[config.mk]
export PLATFORM = sky130hd
export DESIGN_NAME = dfc_corrector
export DESIGN_NICKNAME = d
export VERILOG_FILES = /design/src/rtl/dfc_pkg.sv /design/src/rtl/dfc_slot_timer.sv /design/src/rtl/dfc_spreader.sv /design/src/rtl/dfc_prescaler.sv /design/src/rtl/dfc_corrector.sv
export SDC_FILE = /design/constraint.sdc
export NUM_CORES = 1
export LEC_CHECK = 0
export BUFFER_PORTS_ARGS = -buffer_cell sky130_fd_sc_hd__buf_2
export CAP_MARGIN = 0
export CORE_UTILIZATION = 55
export DETAILED_ROUTE_END_ITERATION = 10
export PLACE_DENSITY = 0.78
export SKIP_LAST_GASP = 1
export SLEW_MARGIN = 30
export SYNTH_ARGS = -nofsm -noshare
export SYNTH_HDL_FRONTEND = slang
export SYNTH_SLANG_ARGS = --single-unit
[constraint.sdc]
create_clock -name clk -period 3.5 [get_ports clk]
set_input_delay 0.35 -clock clk [delete_from_list [all_inputs] [get_ports clk]]
set_output_delay 0.35 -clock clk [all_outputs]
set_load 0.01 [all_outputs]
[src/rtl/dfc_pkg.sv]
package dfc_pkg;
    // Control states of the corrector
    typedef enum logic [1:0] {
        ST_IDLE  = 2'd0,
        ST_LOAD  = 2'd1,
        ST_COUNT = 2'd2
    } dfc_state_t;

    localparam int CORR_W   = 8;
    localparam int MAG_W    = CORR_W - 1;
    localparam int CORR_MAX = (1 << MAG_W) - 1;
endpackage

[src/rtl/dfc_slot_timer.sv]
module dfc_slot_timer #(
    parameter int SLOT_LEN     = 1024,
    parameter int WINDOW_SLOTS = 976
) (
    input  logic clk,
    input  logic rst_n,
    input  logic clear,
    input  logic run,
    output logic slot_last,
    output logic window_last
);
    localparam int SW = (SLOT_LEN > 1) ? $clog2(SLOT_LEN) : 1;
    localparam int WW = (WINDOW_SLOTS > 1) ? $clog2(WINDOW_SLOTS) : 1;

    logic [SW-1:0] slot_cnt_q;
    logic [WW-1:0] win_cnt_q;

    assign slot_last   = run && (slot_cnt_q == SW'(SLOT_LEN - 1));
    assign window_last = slot_last && (win_cnt_q == WW'(WINDOW_SLOTS - 1));

    always_ff @(posedge clk or negedge rst_n) begin
        if (!rst_n) begin
            slot_cnt_q <= '0;
            win_cnt_q  <= '0;
        end else if (clear) begin
            slot_cnt_q <= '0;
            win_cnt_q  <= '0;
        end else if (run) begin
            if (slot_last) begin
                slot_cnt_q <= '0;
                win_cnt_q  <= window_last ? '0 : win_cnt_q + 1'b1;
            end else begin
                slot_cnt_q <= slot_cnt_q + 1'b1;
            end
        end
    end
endmodule

[src/rtl/dfc_spreader.sv]
module dfc_spreader
    import dfc_pkg::*;
#(
    parameter int WINDOW_SLOTS = 976
) (
    input  logic              clk,
    input  logic              rst_n,
    input  logic              load,
    input  logic [CORR_W-1:0] value,
    input  logic              slot_end,
    output logic              step_due,
    output logic              step_neg,
    output logic [MAG_W-1:0]  mag_q
);
    localparam int AW = $clog2(WINDOW_SLOTS + CORR_MAX + 1);

    logic [MAG_W-1:0] mag_in;
    logic [AW-1:0]    acc_q;
    logic [AW-1:0]    sum;
    logic             neg_q;

    // Magnitude of the two's complement value; the most negative code saturates
    always_comb begin
        if (!value[CORR_W-1])
            mag_in = value[MAG_W-1:0];
        else if (value[MAG_W-1:0] == '0)
            mag_in = MAG_W'(CORR_MAX);
        else
            mag_in = ~value[MAG_W-1:0] + 1'b1;
    end

    assign sum      = acc_q + AW'(mag_q);
    assign step_due = slot_end && (sum >= AW'(WINDOW_SLOTS));
    assign step_neg = neg_q;

    always_ff @(posedge clk or negedge rst_n) begin
        if (!rst_n) begin
            mag_q <= '0;
            neg_q <= 1'b0;
            acc_q <= '0;
        end else if (load) begin
            mag_q <= mag_in;
            neg_q <= value[CORR_W-1];
            acc_q <= '0;
        end else if (slot_end) begin
            acc_q <= step_due ? sum - AW'(WINDOW_SLOTS) : sum;
        end
    end
endmodule

[src/rtl/dfc_prescaler.sv]
module dfc_prescaler #(
    parameter int PRESC_LEN = 1024
) (
    input  logic clk,
    input  logic rst_n,
    input  logic clear,
    input  logic run,
    input  logic adv_two,
    input  logic hold,
    output logic tick
);
    localparam int PW  = $clog2(PRESC_LEN);
    localparam int PW1 = PW + 1;

    logic [PW-1:0] cnt_q;
    logic [PW:0]   wide;
    logic [1:0]    inc;

    always_comb begin
        if (hold)
            inc = 2'd0;
        else if (adv_two)
            inc = 2'd2;
        else
            inc = 2'd1;
        wide = {1'b0, cnt_q} + PW1'(inc);
    end

    always_ff @(posedge clk or negedge rst_n) begin
        if (!rst_n) begin
            cnt_q <= '0;
            tick  <= 1'b0;
        end else if (clear) begin
            cnt_q <= '0;
            tick  <= 1'b0;
        end else if (run) begin
            cnt_q <= wide[PW-1:0];
            tick  <= wide[PW];
        end else begin
            tick  <= 1'b0;
        end
    end
endmodule

[src/rtl/dfc_corrector.sv]
module dfc_corrector
    import dfc_pkg::*;
#(
    parameter int SLOT_LEN     = 1024,
    parameter int WINDOW_SLOTS = 976,
    parameter int PRESC_LEN    = 1024
) (
    input  logic                     clk,
    input  logic                     rst_n,
    input  logic                     en,
    input  logic signed [CORR_W-1:0] corr_value,
    output logic                     step_up,
    output logic                     step_down,
    output logic                     tick_1hz
);
    dfc_state_t       state_q, state_d;
    logic             slot_last, window_last;
    logic             step_due, step_neg;
    logic [MAG_W-1:0] spread_mag;
    logic             load_pulse, timer_run, timer_clear;
    logic             presc_run, presc_clear;

    // Next-state logic
    always_comb begin
        state_d = state_q;
        unique case (state_q)
            ST_IDLE:  state_d = en ? ST_LOAD  : ST_IDLE;   // arm
            ST_LOAD:  state_d = en ? ST_COUNT : ST_IDLE;   // start / disarm
            ST_COUNT: state_d = en ? ST_COUNT : ST_IDLE;   // window wrap / disarm
            default:  state_d = ST_IDLE;
        endcase
    end

    // State register
    always_ff @(posedge clk or negedge rst_n) begin
        if (!rst_n)
            state_q <= ST_IDLE;
        else
            state_q <= state_d;
    end

    // Outputs and datapath controls
    always_comb begin
        load_pulse  = 1'b0;
        timer_run   = 1'b0;
        timer_clear = 1'b1;
        presc_run   = 1'b0;
        presc_clear = 1'b1;
        step_up     = 1'b0;
        step_down   = 1'b0;
        unique case (state_q)
            ST_IDLE: ;
            ST_LOAD: begin
                load_pulse  = 1'b1;
                presc_run   = 1'b1;
                presc_clear = 1'b0;
            end
            ST_COUNT: begin
                timer_run   = 1'b1;
                timer_clear = 1'b0;
                presc_run   = 1'b1;
                presc_clear = 1'b0;
                load_pulse  = window_last;
                step_up     = step_due && !step_neg;
                step_down   = step_due && step_neg;
            end
            default: ;
        endcase
    end

    dfc_slot_timer #(
        .SLOT_LEN     (SLOT_LEN),
        .WINDOW_SLOTS (WINDOW_SLOTS)
    ) u_timer (
        .clk         (clk),
        .rst_n       (rst_n),
        .clear       (timer_clear),
        .run         (timer_run),
        .slot_last   (slot_last),
        .window_last (window_last)
    );

    dfc_spreader #(
        .WINDOW_SLOTS (WINDOW_SLOTS)
    ) u_spread (
        .clk      (clk),
        .rst_n    (rst_n),
        .load     (load_pulse),
        .value    (corr_value),
        .slot_end (slot_last),
        .step_due (step_due),
        .step_neg (step_neg),
        .mag_q    (spread_mag)
    );

    dfc_prescaler #(
        .PRESC_LEN (PRESC_LEN)
    ) u_presc (
        .clk     (clk),
        .rst_n   (rst_n),
        .clear   (presc_clear),
        .run     (presc_run),
        .adv_two (step_up),
        .hold    (step_down),
        .tick    (tick_1hz)
    );
endmodule

# Yosys cells after proc, flatten, opt, wreduce, memory -nomap -nowiden
# Index checks and enable logic that the tools add are counted.
[totals]
mem_count = 0
ram_bits = 0
romBits = 0
in_bits = 11
output_inout_bits = 3
latch_bits = 0
regBits = 52
word_cells = 60
[classes]
mux = 26
addsub = 6
n_bitwise = 1
n_mul = 0
n_reduce_logical = 11
order_cmp = 1
n_eq_ne = 7
n_div = 0
shift = 0
[op_table]
columns = ["op", "n"]
rows = [
  ["10-bit 2-to-1 mux", 9],
  ["11-bit 2-to-1 mux", 3],
  ["10-bit by 1-bit adder with 10-bit output (second input constant)", 2],
  ["10-bit equality test (second input constant)", 2],
  ["7-bit 2-to-1 mux", 2],
  ["10-bit by 2-bit adder with 11-bit output", 1],
  ["11-bit by 7-bit adder with 11-bit output", 1],
  ["11-bit by 10-bit greater-or-equal comparator with 1-bit output (second input constant)", 1],
  ["11-bit by 10-bit subtractor with 11-bit output (second input constant)", 1],
  ["7-bit by 1-bit adder with 7-bit output (second input constant)", 1],
  ["7-bit logical NOT", 1],
  ["1-bit 2-to-1 mux", 7],
  ["7-bit NOT", 1],
  ["2-bit 2-to-1 mux", 3],
  ["2-bit by 1-bit inequality test with 1-bit output (second input constant)", 3],
  ["1-bit logical AND", 5],
  ["2-bit one-hot mux with 2 select lines", 1],
  ["2-bit by 1-bit equality test with 1-bit output (second input constant)", 1],
  ["2-bit equality test (second input constant)", 1],
  ["2-bit logical NOT", 1],
  ["1-bit one-hot mux with 2 select lines", 1],
  ["2-bit AND reduction", 1],
  ["2-bit nonzero test", 1],
  ["2-bit OR reduction", 1],
  ["1-bit logical NOT", 1],
]

# Depth between registers and ports, before layout
# Gate-level depths: netlist of run 1.
[logic_depth]
ltp_word = 11
depth_mapped = 17
depth_no_buf = 17

# Modules after synthesis
# Synthesis of run 1 repeated with hierarchy kept, for this count alone.
[unflattened]
cells_unflattened = 374
area_unflattened_um2 = 3514.6
[by_module_without_submodules]
columns = ["mod", "seq_area_each_um2", "n_inst", "area_per_inst_um2", "cells_each"]
rows = [
  ["dfc_spreader", 475.5, 1, 1706.6, 189],
  ["dfc_slot_timer", 500.5, 1, 1082.3, 111],
  ["dfc_prescaler", 275.3, 1, 574.3, 56],
  ["dfc_corrector", 50.0, 1, 151.4, 18],
]

# Worst setup path after synthesis of run 1
# OpenSTA, ideal clock, no wires.
[synth_path]
path_type = "reg-to-reg"
start = "register u_spread.mag_q[0]"
end = "register u_presc.cnt_q[7]"
period_less_slack_ps = 3563
t_arrival_ps = 3444
t_required_ps = 3381
setup_slack_ps = -63
path_stages_with_launch = 18
setup_time_ps = 119
path_cell_list = "dfrtp_1 -> ha_1 -> fa_1 -> a21o_1 -> a21oi_2 -> xor2_2 -> inv_1 -> ha_1 -> nand2_1 -> o311a_1 -> o21ai_4 -> nand2_1 -> nor2_1 -> ha_1 -> a21o_1 -> and4_1 -> xor2_1 -> and2_1"
[synth_via]
elab_chain_len = 10
elab_cells_between_ends = 12
[synth_lines]
columns = ["item", "line", "source"]
rows = [
  ["start: declaration", "dfc_spreader.sv:13", "output logic [MAG_W-1:0] mag_q"],
  ["start signal: assignment", "dfc_spreader.sv:42", "mag_q <= mag_in;"],
  ["11-bit by 7-bit adder with 11-bit output (*)", "dfc_spreader.sv:32", "assign sum = acc_q + AW'(mag_q);"],
  ["11-bit by 10-bit greater-or-equal comparator with 1-bit output (*)", "dfc_spreader.sv:33", "assign step_due = slot_end && (sum >= AW'(WINDOW_SLOTS));"],
  ["1-bit logical AND (*)", "dfc_spreader.sv:33", ""],
  ["1-bit logical AND", "dfc_corrector.sv:64", "step_up = step_due && !step_neg;"],
  ["1-bit 2-to-1 mux", "dfc_corrector.sv:51", "unique case (state_q)"],
  ["2-bit 2-to-1 mux", "dfc_prescaler.sv:22", "else if (adv_two)"],
  ["2-bit 2-to-1 mux (*)", "dfc_prescaler.sv:20", "if (hold)"],
  ["10-bit by 2-bit adder with 11-bit output (*)", "dfc_prescaler.sv:26", "wide = {1'b0, cnt_q} + PW1'(inc);"],
  ["10-bit 2-to-1 mux (*)", "dfc_prescaler.sv:36", "end else if (run) begin"],
  ["10-bit 2-to-1 mux (*)", "dfc_prescaler.sv:33", "end else if (clear) begin"],
  ["end signal: assignment", "dfc_prescaler.sv:37", "cnt_q <= wide[PW-1:0];"],
  ["end: declaration", "dfc_prescaler.sv:15", "logic [PW-1:0] cnt_q;"],
]
# Every way passes the cells marked *; elsewhere a longest branch is shown, timed or not. The select of a mux whose other input is x is not followed.
# A chain may end at the register's enable or synchronous reset.

# Final worst setup path of run 1
[layout_path]
start = "register u_spread.acc_q[0]"
end = "register u_presc.cnt_q[9]"
[layout_via]
elab_chain_len = 10
elab_cells_between_ends = 12
[layout_lines]
columns = ["item", "line", "source"]
rows = [
  ["start: declaration", "dfc_spreader.sv:18", "logic [AW-1:0] acc_q;"],
  ["start signal: assignment", "dfc_spreader.sv:46", "acc_q <= step_due ? sum - AW'(WINDOW_SLOTS) : sum;"],
  ["11-bit by 7-bit adder with 11-bit output (*)", "dfc_spreader.sv:32", ""],
  ["11-bit by 10-bit greater-or-equal comparator with 1-bit output (*)", "dfc_spreader.sv:33", ""],
  ["1-bit logical AND (*)", "dfc_spreader.sv:33", ""],
  ["1-bit logical AND", "dfc_corrector.sv:64", ""],
  ["1-bit 2-to-1 mux", "dfc_corrector.sv:51", ""],
  ["2-bit 2-to-1 mux", "dfc_prescaler.sv:22", ""],
  ["2-bit 2-to-1 mux (*)", "dfc_prescaler.sv:20", ""],
  ["10-bit by 2-bit adder with 11-bit output (*)", "dfc_prescaler.sv:26", ""],
  ["10-bit 2-to-1 mux (*)", "dfc_prescaler.sv:36", ""],
  ["10-bit 2-to-1 mux (*)", "dfc_prescaler.sv:33", ""],
]
# Marked as above.

==> key figures, run 1 <==
Yosys
  – Largest family of logic cells by synthesized area: simple AND/OR/NAND/NOR gates
  – #FFs+latches synth: 52
  – Post-synthesis mux area share: 0.00819
  – Synth cell types: 56
  – Synth area leader: dfrtp_1
  – Post-synthesis adder-cell area fraction: 0.0827
  – Async SR Flop Fraction: 1.00
  – Simple-Gate Fraction of Synth Area: 0.217
  – Synth Area in Compound Gates: 0.169
  – Cell Area, Synth: 0.00321 mm²
  – Most used flip-flop cell after synthesis: dfrtp_1
  – Post-synthesis net count: 372
  – Synth Area in XOR/XNOR: 0.0940
  – Post-synth top cells: dfrtp_1, nand2_1, nor2_1, ha_1, xnor2_1
  – Number of synthesized flops with an enable pin: 0
  – Most common cell in the netlist: dfrtp_1
  – Synth top area share: 0.406
  – Largest cells by area after synthesis: dfrtp_1, ha_1, nand2_1, nor2_1, xnor2_1
  – Seq/Total Area, Yosys: 0.406
  – Syn Area/Cell: 9.41 µm²
  – YS warnings: 0
  – Mapped Cells: approximately 340

Pwr
  – Peak VDD IR: around 0.31 mV
  – Final Total Pwr: roughly 1600 µW
  – Power share of the clock group: 0.219
  – Sequential share of power: 0.452
  – Internal: 1030 µW
  – Combinational Power Share: 0.329
  – Switch Pwr: 580 µW
  – Pleak: 0.00163 µW
  – Switching Share: 0.360
  – PD cells: about 450 mW/mm²

Timing
  – Endpoints failing hold: 0
  – Crit share post-route: 0.988
  – Max_slew headroom: 0.376
  – Final Max Tran Viols: 0
  – Final clock skew: around 8.6 ps
  – FMAX: 0.289 GHz
  – Worst Tran Pin Value: 927 ps
  – Worst hold slack: 104 ps
  – Count of final setup violators: 0
  – RSZ-0062 raised after global routing: true
  – Worst setup margin: 43.0 ps
  – Min Tclk post-route: 3460 ps

Clock tree
  – Reg clk slew, reported paths: 100 ps
  – Post-cts hold buffer count: 0
  – Later-pin clock latency in the skew report: between 300 and 400 ps
  – Clock Root Buffer: clkbuf_8
  – CTS buffer count: 5
  – CTS tree: yes
  – Clk sinks: 52
  – Max clock buf depth: 2
  – H-tree depth: 2

Die
  – Die width: 78.4 µm
  – CORE AREA: 0.00557 mm²
  – Initial core utilization: 0.576
  – Die ar.: approximately 0.006 mm²
  – # IOs: 14
  – Die Span Y: slightly below 80 µm
  – Site Rows: 27

Global route
  – Initial antenna violation count: 0
  – Largest net degree at the start of global routing: 36
  – Total GRT Usage: 0.228
  – Vias in the first global route: 2,516
  – GR Overflow Total: 0
  – First-pass GRT wire length: roughly 11 mm

Layout
  – Fillers: between 400 and 500
  – Layout cell share with drive strength beyond 1: 0.174
  – Nets: 397
  – Antenna cell count: 0
  – P&R area growth vs syn: 11.1%
  – Fin cells: 439

Setup path
  – FF-to-FF path depth: 18
  – Worst path slowest cell: dfrtp_1
  – Data arrival, critical path: 3660 ps
  – Cell Chain, Critical Path: ha_2, fa_2, a21o_1, a21oi_2, xor2_2, inv_2, ha_4, nand2_2, o311a_1, o21ai_4, nand2_4, nor2_4, ha_4, a21o_1, buf_4, nand4_1, xnor2_1, and2_1
  – R2r endpoint: u_presc.cnt_q[9]
  – CP endpoint kind: register
  – Critical path class: register to register
  – FF-to-FF setup slack: 40 ps
  – Crit Path Max Fanout: 3
  – Crit path required time: 3710 ps
  – Critical Path Start Type: register
  – Critical Path Max Stage Delay: 390 ps
  – R2R Path Start: u_spread.acc_q[0]

Drt
  – Vias/cell: 5.76
  – Total Wirelength: about 6.4 mm
  – DRT iter0 DRCs: 85
  – ANT nets after route: 0
  – DRC errors left: 0
  – Number of iterations in the first detailed-routing pass: 4
  – DR WL/cell: 14.7 µm
  – Total vias in the final route: 2,529

Worst hold path
  – Hold Crit Class: input pin to asynchronous set/reset pin

Placed design
  – Placed insts: 425
  – Post-DP HPWL: 4.48 mm
  – Pre-CTS setup slack: -86.6 ps
  – I/O Buffers: 13
  – Placer Congestion: 0.876

Job
  – Max-cap check violation count: 0

Outcome
  – Status: completed
-- cell type report --
type	count	area (µm²)	area share
sequential	52	1300	0.365
timing repair buffer	28	178	0.0498
tap	72	90.1	0.0253
multi-input combinational	272	1880	0.528
clock inverter	2	13.8	0.00386
inverter	7	26.3	0.00737
clock buffer	6	72.6	0.0204
-- cell families (layout without fill, tap and decap cells) --
kind of cell / count (synthesis) / in the layout
xor+xnor: 31 / 31
simple gates: 145 / 145
fa+ha+maj: 20 / 20
flops: 52 / 52
mux: 2 / 2
buf+inv: 17 / 43
compound gates: 74 / 74
-- registers in the layout, indices dropped and copies added (netlist names) --
register / cells
u_presc.tick: 1
u_spread.acc_q: 11
u_presc.cnt_q: 10
state_q: 2
u_timer.slot_cnt_q: 10
u_timer.win_cnt_q: 10
u_spread.step_neg: 1
u_spread.mag_q: 7
-- worst max-delay path by stage --
stage / from / to / slack [ps] / cells past startpoint
floorplan: u_spread.mag_q[0] / u_presc.cnt_q[7] / 6 / 17
global placement: u_spread.mag_q[0] / u_presc.cnt_q[7] / 70 / 17
detailed placement: u_spread.mag_q[0] / u_presc.cnt_q[7] / -90 / 17
CTS: u_spread.mag_q[4] / u_presc.cnt_q[7] / 5 / 15
global route: u_spread.acc_q[0] / u_presc.cnt_q[9] / -90 / 18
finish: u_spread.acc_q[0] / u_presc.cnt_q[9] / 40 / 18
-- power groups by stage --
stage          clock network (µW)  logic, µW  registers (µW)
6_report                      352        530             727
5_1_grt                       381        589             735
4_1_cts                       357        483             725
3_5_place_dp                    0        477             734
3_3_place_gp                    0        467             731
2_1_floorplan                   0        368             717
-- worst max-delay path, delay by kind of cell (launching register included) --
family,cells,cell delay (ps)
buffers and inverters,2,230
adder cells (fa/ha/maj),4,910
AND/OR/NAND/NOR,5,500
flip-flops,1,390
XOR/XNOR,2,190
AO/OA/AOI/OAI,5,1140
-- metrics by stage --
stage / area [µm²] / utilization / setup TNS [ps]
final: 3560 / 0.640 / 0
after global routing: 3560 / 0.640 / -307
after CTS: 3480 / 0.625 / 0
after detailed placement: 3390 / 0.608 / -92.9
after global placement: 3390 / 0.608 / 0
after floorplan: 3210 / - / 0
-- metal layers --
layer  global-route usage  wire length (µm)  vias to the layer above
li1                     -                 -                     1243
met2                0.390              3140                       36
met5                    0                 0                        -
met3               0.0360               127                       11
met4               0.0889                95                        0
met1                0.290              3080                     1239
-- placed cells by master, fill, tap and decap left out, drive strengths merged, types with 3 or more instances in the layout --
master  count
a211oi      6
a21boi      4
a21o        3
a21oi      17
and2       16
and3       11
and4        3
buf        28
clkbuf      6
dfrtp      52
ha         18
inv         8
nand2      43
nand3      14
nand4       3
nor2       41
nor2b       3
o211ai      4
o21ai      20
o31ai       5
xnor2      20
xor2       11
-- repair_timing --
item                                    CTS  global route
endpoints found under the setup margin    4             9
resized for setup                         3             8
buffers inserted                          0             6
gates cloned                              0             0
pin swaps                                 1            12
hold endpoints to repair                  0             0
(Power assumes the default switching activity.)
==> inputs of run 2 (changes only) <==
--- a/config.mk
+++ b/config.mk
@@ -7,9 +7,9 @@
 export LEC_CHECK = 0
 export BUFFER_PORTS_ARGS = -buffer_cell sky130_fd_sc_hd__buf_2
 export CAP_MARGIN = 0
-export CORE_UTILIZATION = 55
+export CORE_UTILIZATION = 49
 export DETAILED_ROUTE_END_ITERATION = 10
-export PLACE_DENSITY = 0.78
+export PLACE_DENSITY = 0.71
 export SKIP_LAST_GASP = 1
 export SLEW_MARGIN = 30
 export SYNTH_ARGS = -nofsm -noshare
==> key figures, run 2 (synthesis results as in run 1) <==
Drt
  – Total Wirelength: 6.52 mm (+1.3%)
  – DRC errors left: 0 (unchanged)
  – Vias/cell: 5.65 (-2.0%)
  – Met2 wire length: 3.04 mm (-3.2%)
  – DRT iter0 DRCs: 162 (+91%)
  – ANT nets after route: 0 (unchanged)
  – Wl on met1: 3.15 mm (+2.4%)
  – Metal3 WL: 180 µm (+42%)
  – DR WL/cell: 14.6 µm (-0.71%)
  – Total vias in the final route: 2,529 (unchanged)
  – Number of iterations in the first detailed-routing pass: 4 (unchanged)
  – Top sig layer: met4

Die
  – # IOs: 14 (unchanged)
  – Die ar.: 0.00687 mm² (+12%)
  – Initial core utilization: 0.505 (-0.0703)
  – Die width: 82.9 µm (+5.8%)
  – Site Rows: 29 (+7.4%)
  – CORE AREA: 0.00635 mm² (+14%)
  – Die Span Y: 82.9 µm (+5.8%)

Timing
  – Crit share post-route: 0.987 (about the same)
  – Worst Tran Pin Value: 547 ps (-380 ps)
  – RSZ-0062 raised after global routing: true
  – Final clock skew: 13.3 ps (+4.62 ps)
  – FMAX: 0.289 GHz (about the same)
  – Worst setup margin: 45.2 ps (+2.13 ps)
  – Endpoints failing hold: 14 (+14)
  – Max_slew headroom: 0.633 (+0.256)
  – Count of final setup violators: 0 (unchanged)
  – Min Tclk post-route: 3450 ps (-2.13 ps)
  – Worst hold slack: -21.7 ps (-126 ps)
  – Final Max Tran Viols: 0 (unchanged)

Setup path
  – CP endpoint kind: register
  – Critical Path Start Type: register
  – Critical path class: register to register
  – Crit path required time: 3710 ps (about the same)
  – Crit Path Max Fanout: 3 (unchanged)
  – Data arrival, critical path: 3660 ps (about the same)

Clock tree
  – CTS buffer count: 5 (unchanged)
  – Clock Root Buffer: clkbuf_8
  – Later-pin clock latency in the skew report: 310 ps (about the same)
  – Reg clk slew, reported paths: 100 ps (about the same)
  – Clk sinks: 52 (unchanged)
  – CTS tree: yes
  – H-tree depth: 2 (unchanged)
  – Post-cts hold buffer count: 0 (unchanged)
  – Max clock buf depth: 2 (unchanged)

Outcome
  – Violated checks: negative hold slack
  – Status: finished, violations left

Global route
  – Total GRT Usage: 0.202 (-0.0265)
  – First-pass GRT wire length: 11.3 mm (+1.5%)
  – Vias in the first global route: 2,432 (-3.3%)
  – Largest net degree at the start of global routing: 33 (-8.3%)
  – GR Overflow Total: 0 (unchanged)
  – Initial antenna violation count: 0 (unchanged)

Layout
  – Most frequent cells in the layout: dfrtp_1, nor2_1, nand2_1, buf_4, xnor2_1
  – Nets: 401 (+1.0%)
  – Antenna cell count: 0 (unchanged)
  – Layout cell share with drive strength beyond 1: 0.186 (+0.0116)
  – Biggest register: u_spread.acc_q
  – Sequential cell area: 0.00130 mm² (unchanged)
  – Most common cell after layout, fill and taps aside: dfrtp_1
  – Finished layout cell area: 0.00362 mm² (+1.5%)
  – Fillers: 541 (+24%)
  – Max reg flops: 11 (unchanged)
  – P&R area growth vs syn: 12.8%
  – Footprint of the multi-input gates: 0.00190 mm² (+0.80%)

Pwr
  – PD cells: 449 mW/mm² (-0.50%)
  – Final Total Pwr: 1630 µW (+1.0%)
  – Pleak: 0.00164 µW (+0.88%)
  – Peak VDD IR: 0.287 mV (-8.2%)

Placed design
  – I/O Buffers: 13 (unchanged)
  – Pre-CTS setup slack: -33.7 ps (+52.8 ps)
  – Area after DPL: 0.00340 mm² (+0.41%)
  – Post-DP HPWL: 4.58 mm (+2.2%)
  – Placer Congestion: 0.828 (-5.5%)

Job
  – Max-cap check violation count: 0 (unchanged)

Worst hold path
  – Hold Crit Class: input pin to asynchronous set/reset pin
## run 2: changes by cell type in the layout (fill, tap and decap cells not counted), sizes merged
cell / change
buf: +4
## run 2: cell type report
cell class,count,area share
Tap cell,77,0.0266
Sequential cell,52,0.359
Timing Repair Buffer,32,0.0584
Inverter,7,0.00726
Multi-Input combinational cell,272,0.524
Clock inverter,2,0.00380
Clock buffer,6,0.0200
## run 2: report_power, final
part           total (µW)  internal, µW  switching (µW)
Sequential            726           667            59.3
Clock                 351           143             208
Combinational         548           229             319
## run 2: worst paths after layout
check                                           from                   end  slack [ps]  depth (start not counted)
worst max-delay path               u_spread.acc_q[0]      u_presc.cnt_q[7]          50                         17
worst min-delay path                           rst_n  u_timer.win_cnt_q[5]         -20                          1
worst max register to register     u_spread.acc_q[0]      u_presc.cnt_q[7]          50                         17
worst min register to register  u_timer.win_cnt_q[9]  u_timer.win_cnt_q[9]         490                          1
max in group asynchronous                      rst_n      u_presc.cnt_q[4]        2730                          2
min in group clk                                  en            state_q[0]         270                          3
## run 2: metal layers
| layer | global-route usage | up-vias |
|---|---|---|
| met3 | 0.0348 | 16 |
| met1 | 0.274 | 1209 |
| met5 | 0 | - |
| met2 | 0.321 | 53 |
| li1 | - | 1251 |
| met4 | 0.0815 | 0 |
## run 2: worst max-delay path, stage by stage, from the launching register on
cell and delay, ps:
dfrtp_1 390, ha_2 210, fa_2 360, a21o_1 220, a21oi_2 180, xor2_2 100, inv_2 90, ha_4 120
nand2_2 50, o311a_1 370, o21ai_4 220, nand2_4 90, nor2_4 110, ha_4 200, a21o_1 200, and4_1 160
xor2_1 130, and2_1 150
## run 2: what timing repair did
item / 4_1_cts / 5_1_grt
endpoints found under the setup margin: 6 / 9
resized for setup: 2 / 11
setup buffers: 0 / 9
pin swaps: 1 / 12
cloned: 0 / 0
## run 2: per-stage QoR
step                setup TNS, ps  std cells  utilization
finish                          0        448        0.570
global route                 -429        448        0.570
CTS                             0        439        0.551
detailed placement          -33.7        431        0.536
global placement                0        431        0.536
floorplan                       0        341            -
==> inputs of run 3 (changes only) <==
--- a/config.mk
+++ b/config.mk
@@ -6,9 +6,10 @@
 export NUM_CORES = 1
 export LEC_CHECK = 0
 export BUFFER_PORTS_ARGS = -buffer_cell sky130_fd_sc_hd__buf_2
-export CAP_MARGIN = 0
+export CAP_MARGIN = 25
 export CORE_UTILIZATION = 49
 export DETAILED_ROUTE_END_ITERATION = 10
+export MAX_ROUTING_LAYER = met4
 export PLACE_DENSITY = 0.71
 export SKIP_LAST_GASP = 1
 export SLEW_MARGIN = 30
==> key figures, run 3 (synthesis results as in run 1) <==
Timing
  – Max_slew headroom: 0.633 (unchanged)
  – Worst hold slack: -23.5 ps (-1.81 ps)
  – FMAX: 0.290 GHz (+0.33%)
  – RSZ-0062 raised after global routing: true
  – Min Tclk post-route: 3440 ps (-11.2 ps)
  – Final clock skew: 12.8 ps (-0.433 ps)
  – Worst setup margin: 56.4 ps (+11.2 ps)
  – Worst Tran Pin Value: 547 ps (unchanged)
  – Final Max Tran Viols: 0 (unchanged)
  – Count of final setup violators: 0 (unchanged)
  – Endpoints failing hold: 20 (+6)
  – Crit share post-route: 0.984 (-0.00321)

Drt
  – Total vias in the final route: 2,549 (+0.79%)
  – DR WL/cell: 14.5 µm (-0.34%)
  – DRT iter0 DRCs: 172 (+6.2%)
  – DRC errors left: 0 (unchanged)
  – ANT nets after route: 0 (unchanged)
  – Number of iterations in the first detailed-routing pass: 4 (unchanged)
  – Total Wirelength: 6.50 mm (-0.34%)
  – Vias/cell: 5.69 (+0.79%)

Placed design
  – I/O Buffers: 13 (unchanged)
  – Pre-CTS setup slack: -33.7 ps (unchanged)
  – Post-DP HPWL: 4.58 mm (unchanged)
  – Placer Congestion: 0.840 (+1.5%)

Clock tree
  – CTS tree: yes
  – CTS buffer count: 5 (unchanged)
  – Clock Root Buffer: clkbuf_8
  – Max clock buf depth: 2 (unchanged)
  – H-tree depth: 2 (unchanged)
  – Reg clk slew, reported paths: 100 ps (about the same)
  – Clk sinks: 52 (unchanged)
  – Later-pin clock latency in the skew report: 310 ps (about the same)

Pwr
  – PD cells: 448 mW/mm² (-0.20%)
  – Pleak: 0.00164 µW (unchanged)
  – Peak VDD IR: 0.288 mV (about the same)

Die
  – Die Span Y: 82.9 µm (unchanged)
  – # IOs: 14 (unchanged)
  – Site Rows: 29 (unchanged)
  – Die width: 82.9 µm (unchanged)
  – Die ar.: 0.00687 mm² (unchanged)
  – Initial core utilization: 0.505 (unchanged)
  – CORE AREA: 0.00635 mm² (unchanged)

Layout
  – Most common cell after layout, fill and taps aside: dfrtp_1
  – Layout cell share with drive strength beyond 1: 0.186 (unchanged)
  – Nets: 401 (unchanged)
  – Biggest register: u_spread.acc_q
  – Most frequent cells in the layout: dfrtp_1, nor2_1, nand2_1, buf_4, xnor2_1
  – Finished Core Util: 0.570 (unchanged)
  – Max reg flops: 11 (unchanged)
  – P&R area growth vs syn: 12.8% (unchanged)
  – Antenna cell count: 0 (unchanged)

Global route
  – First-pass GRT wire length: 11.3 mm (-0.12%)
  – Largest net degree at the start of global routing: 33 (unchanged)
  – Vias in the first global route: 2,431 (-0.041%)
  – Total GRT Usage: 0.208 (+0.00567)
  – Initial antenna violation count: 0 (unchanged)
  – GR Overflow Total: 0 (unchanged)

Setup path
  – Data arrival, critical path: 3650 ps (about the same)
  – CP endpoint kind: register
  – Crit path required time: 3710 ps (about the same)
  – Crit Path Max Fanout: 3 (unchanged)
  – Critical Path Start Type: register
  – Critical path class: register to register

Job
  – Max-cap check violation count: 0 (unchanged)

Worst hold path
  – Hold Crit Class: input pin to asynchronous set/reset pin

Outcome
  – Status: finished, violations left
  – Violated checks: negative hold slack
## run 3: cell counts in the layout (fill, tap and decap cells not counted)
Identical to the previous run, type by type.
## run 3: routing by layer
metal	GRT usage	routed length [µm]	part of all wire
met5	-	0	0
met4	0.0815	186	0.029
met3	0.0348	185	0.028
met2	0.323	3040	0.47
met1	0.272	3090	0.48
## run 3: per-stage QoR
step / instances / TNS (ps) / hold WS [ps] / total power, µW / area (µm²)
floorplan: 341 / 0 / 54.4 / 1090 / 3210
global placement: 431 / 0 / 349 / 1210 / 3400
detailed placement: 431 / -33.7 / 347 / 1220 / 3400
CTS: 439 / 0 / 3.11 / 1580 / 3500
global route: 448 / -428 / 16.4 / 1730 / 3620
finish: 448 / 0 / -23.5 / 1620 / 3620
## run 3: worst paths after layout
check / from / endpoint / slack [ps] / depth (start not counted)
min reg2reg: u_timer.win_cnt_q[9] / u_timer.win_cnt_q[9] / 490 / 1
min: rst_n / u_timer.win_cnt_q[5] / -20 / 1
min in group clk: en / state_q[0] / 270 / 3
max reg2reg: u_spread.acc_q[0] / u_presc.cnt_q[7] / 60 / 17
max: u_spread.acc_q[0] / u_presc.cnt_q[7] / 60 / 17
max in group asynchronous: rst_n / u_presc.cnt_q[4] / 2740 / 2
## run 3: cell type report
type / count / area (µm²)
multi-input cells: 272 / 1900
well taps: 77 / 96.3
clock inverters: 2 / 13.8
fillers: 541 / 2730
repair buffers: 32 / 211
inverters: 7 / 26.3
flip-flops and latches: 52 / 1300
clock buffers: 6 / 72.6
## run 3: what timing repair did
| action | in CTS | in global routing |
|---|---|---|
| buffers inserted | 0 | 9 |
| hold buffers | 0 | 0 |
| setup endpoints to repair | 6 | 9 |
| gates resized for setup | 2 | 11 |
| endpoints found under the hold margin | 0 | 0 |
| pin swaps | 1 | 12 |
## run 3: power breakdown
group	leakage, µW	switching (µW)	internal (µW)
clock	0.0000456	208	143
combinational	0.000901	316	229
sequential	0.000699	59.1	667
total	0.00164	584	1040
## run 3: worst max-delay path, cell delays in order (launching register included)
cell and delay, ps:
dfrtp_1 390, ha_2 210, fa_2 360, a21o_1 220
a21oi_2 180, xor2_2 100, inv_2 90, ha_4 120
nand2_2 50, o311a_1 370, o21ai_4 220, nand2_4 90
nor2_4 110, ha_4 200, a21o_1 200, and4_1 160
xor2_1 130, and2_1 140
